[src/rtl/hfh_pkg.sv]
package hfh_pkg;
  localparam int CHAR_W      = 7;
  localparam int LONG_DIGITS = 14;
  localparam int SHORT_DIGITS = 6;

  typedef struct packed {
    logic capture;
    logic forceZero;
    logic raiseUflow;
  } hfhStrobes_t;
endpackage

[src/rtl/hfh_datapath.sv]
module hfh_datapath
  import hfh_pkg::*;
#(
  parameter int CW = CHAR_W,
  parameter int LD = LONG_DIGITS,
  parameter int SD = SHORT_DIGITS,
  localparam int FRAC_W = 4 * LD,
  localparam int WORD_W = 1 + CW + FRAC_W,
  localparam int EXT_DIGITS = LD + 1,
  localparam int EXT_W = 4 * EXT_DIGITS,
  localparam int LZ_W = $clog2(EXT_DIGITS + 1)
) (
  input  logic              clk,
  input  logic              rst,
  input  logic [WORD_W-1:0] opIn,
  input  logic              isLong,
  input  hfhStrobes_t       strobes,
  output logic [LZ_W-1:0]   lzCount,
  output logic              fracZero,
  output logic [CW-1:0]     inChar,
  output logic [WORD_W-1:0] resWord,
  output logic              resUflow
);
  logic [FRAC_W-1:0] fracMask;
  logic [FRAC_W-1:0] fracIn;
  logic [EXT_W-1:0]  extFrac;
  logic [EXT_W-1:0]  shifted;
  logic [EXT_DIGITS-1:0] digitNz;
  logic [FRAC_W-1:0] normFrac;
  logic [CW-1:0]     newChar;
  logic              found;

  // Short format keeps only the top SD digits; lower digits are masked per digit.
  genvar g;
  generate
    for (g = 0; g < LD; g++) begin : gMask
      if (g >= LD - SD) begin : gKeep
        assign fracMask[4*g +: 4] = 4'hF;
      end else begin : gDrop
        assign fracMask[4*g +: 4] = {4{isLong}};
      end
    end
    for (g = 0; g < EXT_DIGITS; g++) begin : gNz
      assign digitNz[g] = |extFrac[4*g +: 4];
    end
  endgenerate

  assign inChar   = opIn[WORD_W-2 -: CW];
  assign fracIn   = opIn[FRAC_W-1:0] & fracMask;
  assign fracZero = (fracIn == '0);
  // One-bit right shift into a fraction extended by a guard digit.
  assign extFrac  = {1'b0, fracIn, 3'b000};

  always_comb begin
    lzCount = '0;
    found   = 1'b0;
    for (int d = EXT_DIGITS - 1; d >= 0; d--) begin
      if (!found) begin
        if (digitNz[d]) found = 1'b1;
        else lzCount = lzCount + LZ_W'(1);
      end
    end
  end

  assign shifted  = extFrac << (4 * lzCount);
  assign normFrac = shifted[EXT_W-1 -: FRAC_W] & fracMask;
  assign newChar  = inChar - CW'(lzCount);

  always_ff @(posedge clk) begin
    if (rst) begin
      resWord  <= '0;
      resUflow <= 1'b0;
    end else if (strobes.capture) begin
      resUflow <= strobes.raiseUflow;
      if (strobes.forceZero) resWord <= '0;
      else resWord <= {opIn[WORD_W-1], newChar, normFrac};
    end
  end
endmodule

[src/rtl/hfh_control.sv]
module hfh_control
  import hfh_pkg::*;
#(
  parameter int CW = CHAR_W,
  parameter int LZ_W = 4
) (
  input  logic            clk,
  input  logic            rst,
  input  logic            inValid,
  input  logic            uflowMask,
  input  logic [LZ_W-1:0] lzCount,
  input  logic            fracZero,
  input  logic [CW-1:0]   inChar,
  output hfhStrobes_t     strobes,
  output logic            resValid
);
  logic underflow;

  // Characteristic would go negative when more digits shift out than it holds.
  assign underflow = (CW+1)'(lzCount) > (CW+1)'(inChar);

  always_comb begin
    strobes.capture    = inValid;
    strobes.forceZero  = fracZero | (underflow & ~uflowMask);
    strobes.raiseUflow = underflow & uflowMask & ~fracZero;
  end

  always_ff @(posedge clk) begin
    if (rst) resValid <= 1'b0;
    else resValid <= inValid;
  end
endmodule

[src/rtl/hfh_halve.sv]
module hfh_halve
  import hfh_pkg::*;
#(
  parameter int CW = CHAR_W,
  parameter int LD = LONG_DIGITS,
  parameter int SD = SHORT_DIGITS,
  localparam int WORD_W = 1 + CW + 4 * LD,
  localparam int LZ_W = $clog2(LD + 2)
) (
  input  logic              clk,
  input  logic              rst,
  input  logic              inValid,
  input  logic              isLong,
  input  logic              uflowMask,
  input  logic [WORD_W-1:0] opIn,
  output logic              resValid,
  output logic [WORD_W-1:0] resWord,
  output logic              resUflow
);
  hfhStrobes_t     strobes;
  logic [LZ_W-1:0] lzCount;
  logic            fracZero;
  logic [CW-1:0]   inChar;

  hfh_datapath #(.CW(CW), .LD(LD), .SD(SD)) dp (
    .clk(clk), .rst(rst), .opIn(opIn), .isLong(isLong), .strobes(strobes),
    .lzCount(lzCount), .fracZero(fracZero), .inChar(inChar),
    .resWord(resWord), .resUflow(resUflow)
  );

  hfh_control #(.CW(CW), .LZ_W(LZ_W)) ctl (
    .clk(clk), .rst(rst), .inValid(inValid), .uflowMask(uflowMask),
    .lzCount(lzCount), .fracZero(fracZero), .inChar(inChar),
    .strobes(strobes), .resValid(resValid)
  );
endmodule

[config.mk]
export PLATFORM = sky130hd
export DESIGN_NAME = hfh_halve
export DESIGN_NICKNAME = d
export VERILOG_FILES = /design/src/rtl/hfh_pkg.sv /design/src/rtl/hfh_datapath.sv /design/src/rtl/hfh_control.sv /design/src/rtl/hfh_halve.sv
export SDC_FILE = /design/constraint.sdc
export NUM_CORES = 1
export LEC_CHECK = 0
export BUFFER_PORTS_ARGS = -buffer_cell sky130_fd_sc_hd__buf_2
export CORE_UTILIZATION = 60
export DETAILED_ROUTE_END_ITERATION = 7
export GPL_TIMING_DRIVEN = 0
export HOLD_SLACK_MARGIN = 0.02
export PLACE_DENSITY = 0.86
export SLEW_MARGIN = 20
export SYNTH_ARGS = -nofsm -noshare
export SYNTH_HDL_FRONTEND = slang
export SYNTH_HIERARCHICAL = 1
export SYNTH_SLANG_ARGS = --single-unit
[constraint.sdc]
create_clock -name clk -period 31.2 [get_ports clk]
set_input_delay 3.12 -clock clk [delete_from_list [all_inputs] [get_ports clk]]
set_output_delay 3.12 -clock clk [all_outputs]
set_load 0.01 [all_outputs]
==> metrics.txt <==
clock-pin slew on the worst setup and hold paths=80 ps; Synth Instances=831; FF-to-FF Start=dp/resWord[52]; Hold Buf Count CTS=0; hold wc startpoint=dp/resWord[48]; first drt pass iteration count=5; Iter 0 DRT Violations=758; dpl hpwl=~18000 um; IO buf count=134; via count=7348; area delta synth->final=17.4%; CTS root buffer=clkbuf_8; Inserted Diodes=0; power per cell area=32.3 mW/mm^2; top post-synthesis cells by area=dfxtp_1, nand2_1, mux2i_1; Hold Crit Depth=2; Clock Sinks=66; crit path DAT=15430 ps; CP bufs+invs=7; Mapped Nets=921; Lkg Pwr=0.00319 uW; RSZ-0062 raised after global routing=false; Final Hold Viols=0; Req. time, crit path=31480 ps; row count=36; Clock Skews=0 ps; EDFF count, synth=0; vias per cell=6.60; most frequent cell after synthesis=nand2_1; layout cells sized above 1=a little over a fifth; Peak VDD IR=0.0255 mV; number of I/O pins=135; crit path time final=roughly 15000 ps; Seq/Total Area, Yosys=21.7%; H-Tree Depth=3; Initial Util=62.0%; Cell variety after synth=80; global-route wire length before repair=34700 um; area fraction of the dominant cell type after synthesis=21.7%; largest net degree at the start of global routing=14; antenna-violating nets left=0; Final #Nets=1066; post-DR wirelength/cell=roughly 21 um; vias in the first global route=6496; Max Cap Violations=0; gr usage total=between 40% and 50%; syn avg cell area=7.33 um^2; Post-synth top flop=dfxtp_1; Worst Hold End=dp/resWord[48]; reg2reg path depth=1; initial antenna violation count=0; largest area contributor in the netlist=dfxtp_1; GP Congestion=1.03; most frequent CP cell=ha_1; status=finished clean; Clk Latency, worst-skew pair=330 ps; die width=103 um; Inserted Clock Buffers=9; Critical-path top delay cell=o41ai_1; Hold Path Class=reg -> reg; Post-Syn Area=0.00609 mm^2; CTS tree=yes; final WL=23000 um; WS Path Type=in -> reg; kind of cell adding the most delay to the critical path=compound AO/OA/AOI/OAI gates; max-slew violations=0; grt total ovfl=0; Core ar.=0.00982 mm^2; clk buf depth=2; cts repair resizes=0; Crit path largest cell delay=roughly 660 ps; Setup-failing EPs final=0; DRC=0; Setup crit end kind=register; most instantiated cells after synthesis=nand2_1, dfxtp_1, nor2_1; Yosys reg bits=66; Worst Tran Pin Value=1070 ps; chip height=~100 um; full die area=0.0106 mm^2; Worst Path Max Fanout=11; Slew HR=27.7%; Ys Warns=6; period utilisation layout=48.6%; startpoint types=primary input; f_max=0.0660 GHz; Filler Cells Inserted=851; setup TNS=0 ps; R2R Path End=dp/resWord[52]; WP depth=49; R2R setup slack=30440 ps; total setup buffers inserted after CTS=0; ys async rst share=0%; total power=231 uW
## worst min-delay path, stage by stage, from the launching register on
cell and delay (ps):
dfxtp_1 310, nand2_1 50, nand2_1 40
## layer usage
metal	wire length [um]	track usage [%]	vias up
li1	-	-	3326
met1	9330	59.6	3395
met2	9720	65.1	538
met3	2900	10.6	89
met4	1080	20.0	0
met5	0	0	-
## worst max-delay path by stage
stage	endpoint	slack, ps	startpoint
after floorplan	dp/resWord[24]	18320	opIn[46]
after global placement	dp/resWord[14]	16280	opIn[46]
after detailed placement	dp/resWord[47]	16190	opIn[52]
after CTS	dp/resWord[47]	16440	opIn[52]
after global routing	dp/resWord[11]	15320	opIn[51]
final	dp/resWord[47]	16050	opIn[52]
## report_power, final
part           switching [uW]  internal, uW  leakage (uW)  total [uW]
Sequential               1.99          88.1      0.000540        90.1
Combinational            38.3          21.2       0.00253        59.5
Clock                    35.5          45.7      0.000114        81.2
## layout by cell type (no fill, tap or decap), types with 5 or more instances in the layout
master / synthesis / final
and2_1: 7 / 7
o221ai_1: 5 / 5
a32o_1: 7 / 7
a221o_1: 6 / 6
and3_1: 6 / 6
nand3_1: 11 / 11
dfxtp_1: 66 / 66
o21ai_1: 18 / 18
a21boi_0: 21 / 21
buf_4: 12 / 12
nor3_1: 18 / 18
a32oi_1: 7 / 7
or3_1: 7 / 7
mux2_2: 14 / 14
nor2b_1: 8 / 8
a22oi_1: 21 / 21
clkbuf_8: 0 / 9
nand2b_1: 15 / 15
xor2_1: 6 / 6
o21ai_0: 51 / 51
nor4_1: 5 / 5
o211ai_1: 14 / 14
nand2_1: 177 / 177
a31oi_1: 8 / 8
or4_1: 8 / 8
nor2_1: 63 / 63
a211oi_1: 6 / 6
buf_2: 14 / 148
ha_1: 20 / 20
inv_1: 21 / 21
a21oi_1: 24 / 24
xnor2_1: 7 / 7
clkbuf_1: 28 / 28
o41ai_1: 8 / 8
mux2i_1: 40 / 40
nand4_1: 6 / 6
## flip-flops by register name, indices dropped and copies added, names as in the netlist
register      cells
dp/resWord       64
dp/resUflow       1
ctl/resValid      1
## kinds of logic (layout without fill, tap and decap cells)
kind of cell / count (synthesis) / in the layout / synth area share, %
xor+xnor: 15 / 15 / 2.51
simple gates: 349 / 349 / 26.8
flops: 66 / 66 / 21.7
buf+inv: 81 / 231 / 6.26
compound gates: 240 / 240 / 27.9
fa+ha+maj: 21 / 21 / 4.44
mux: 59 / 59 / 10.5
## area by class of cell
| type | instances | area [um^2] | area share (%) |
|---|---|---|---|
| clock buffers | 9 | 124 | 1.73 |
| plain buffers | 58 | 295 | 4.13 |
| repair buffers | 134 | 671 | 9.38 |
| clock inverters | 7 | 100 | 1.40 |
| well taps | 133 | 166 | 2.33 |
| inverters | 23 | 86.3 | 1.21 |
| multi-input cells | 684 | 4390 | 61.4 |
| flip-flops and latches | 66 | 1320 | 18.5 |
## through the flow
stage	setup slack, ps	instances	hold slack [ps]	cell area, um^2	utilization, %
after floorplan	18320	831	463	6090	-
after global placement	16280	1098	421	6930	70.6
after detailed placement	16190	1098	426	6930	70.6
after CTS	16440	1114	439	7150	72.8
after global routing	15320	1114	474	7150	72.8
final	16050	1114	436	7150	72.8
(Power assumes the default switching activity.)
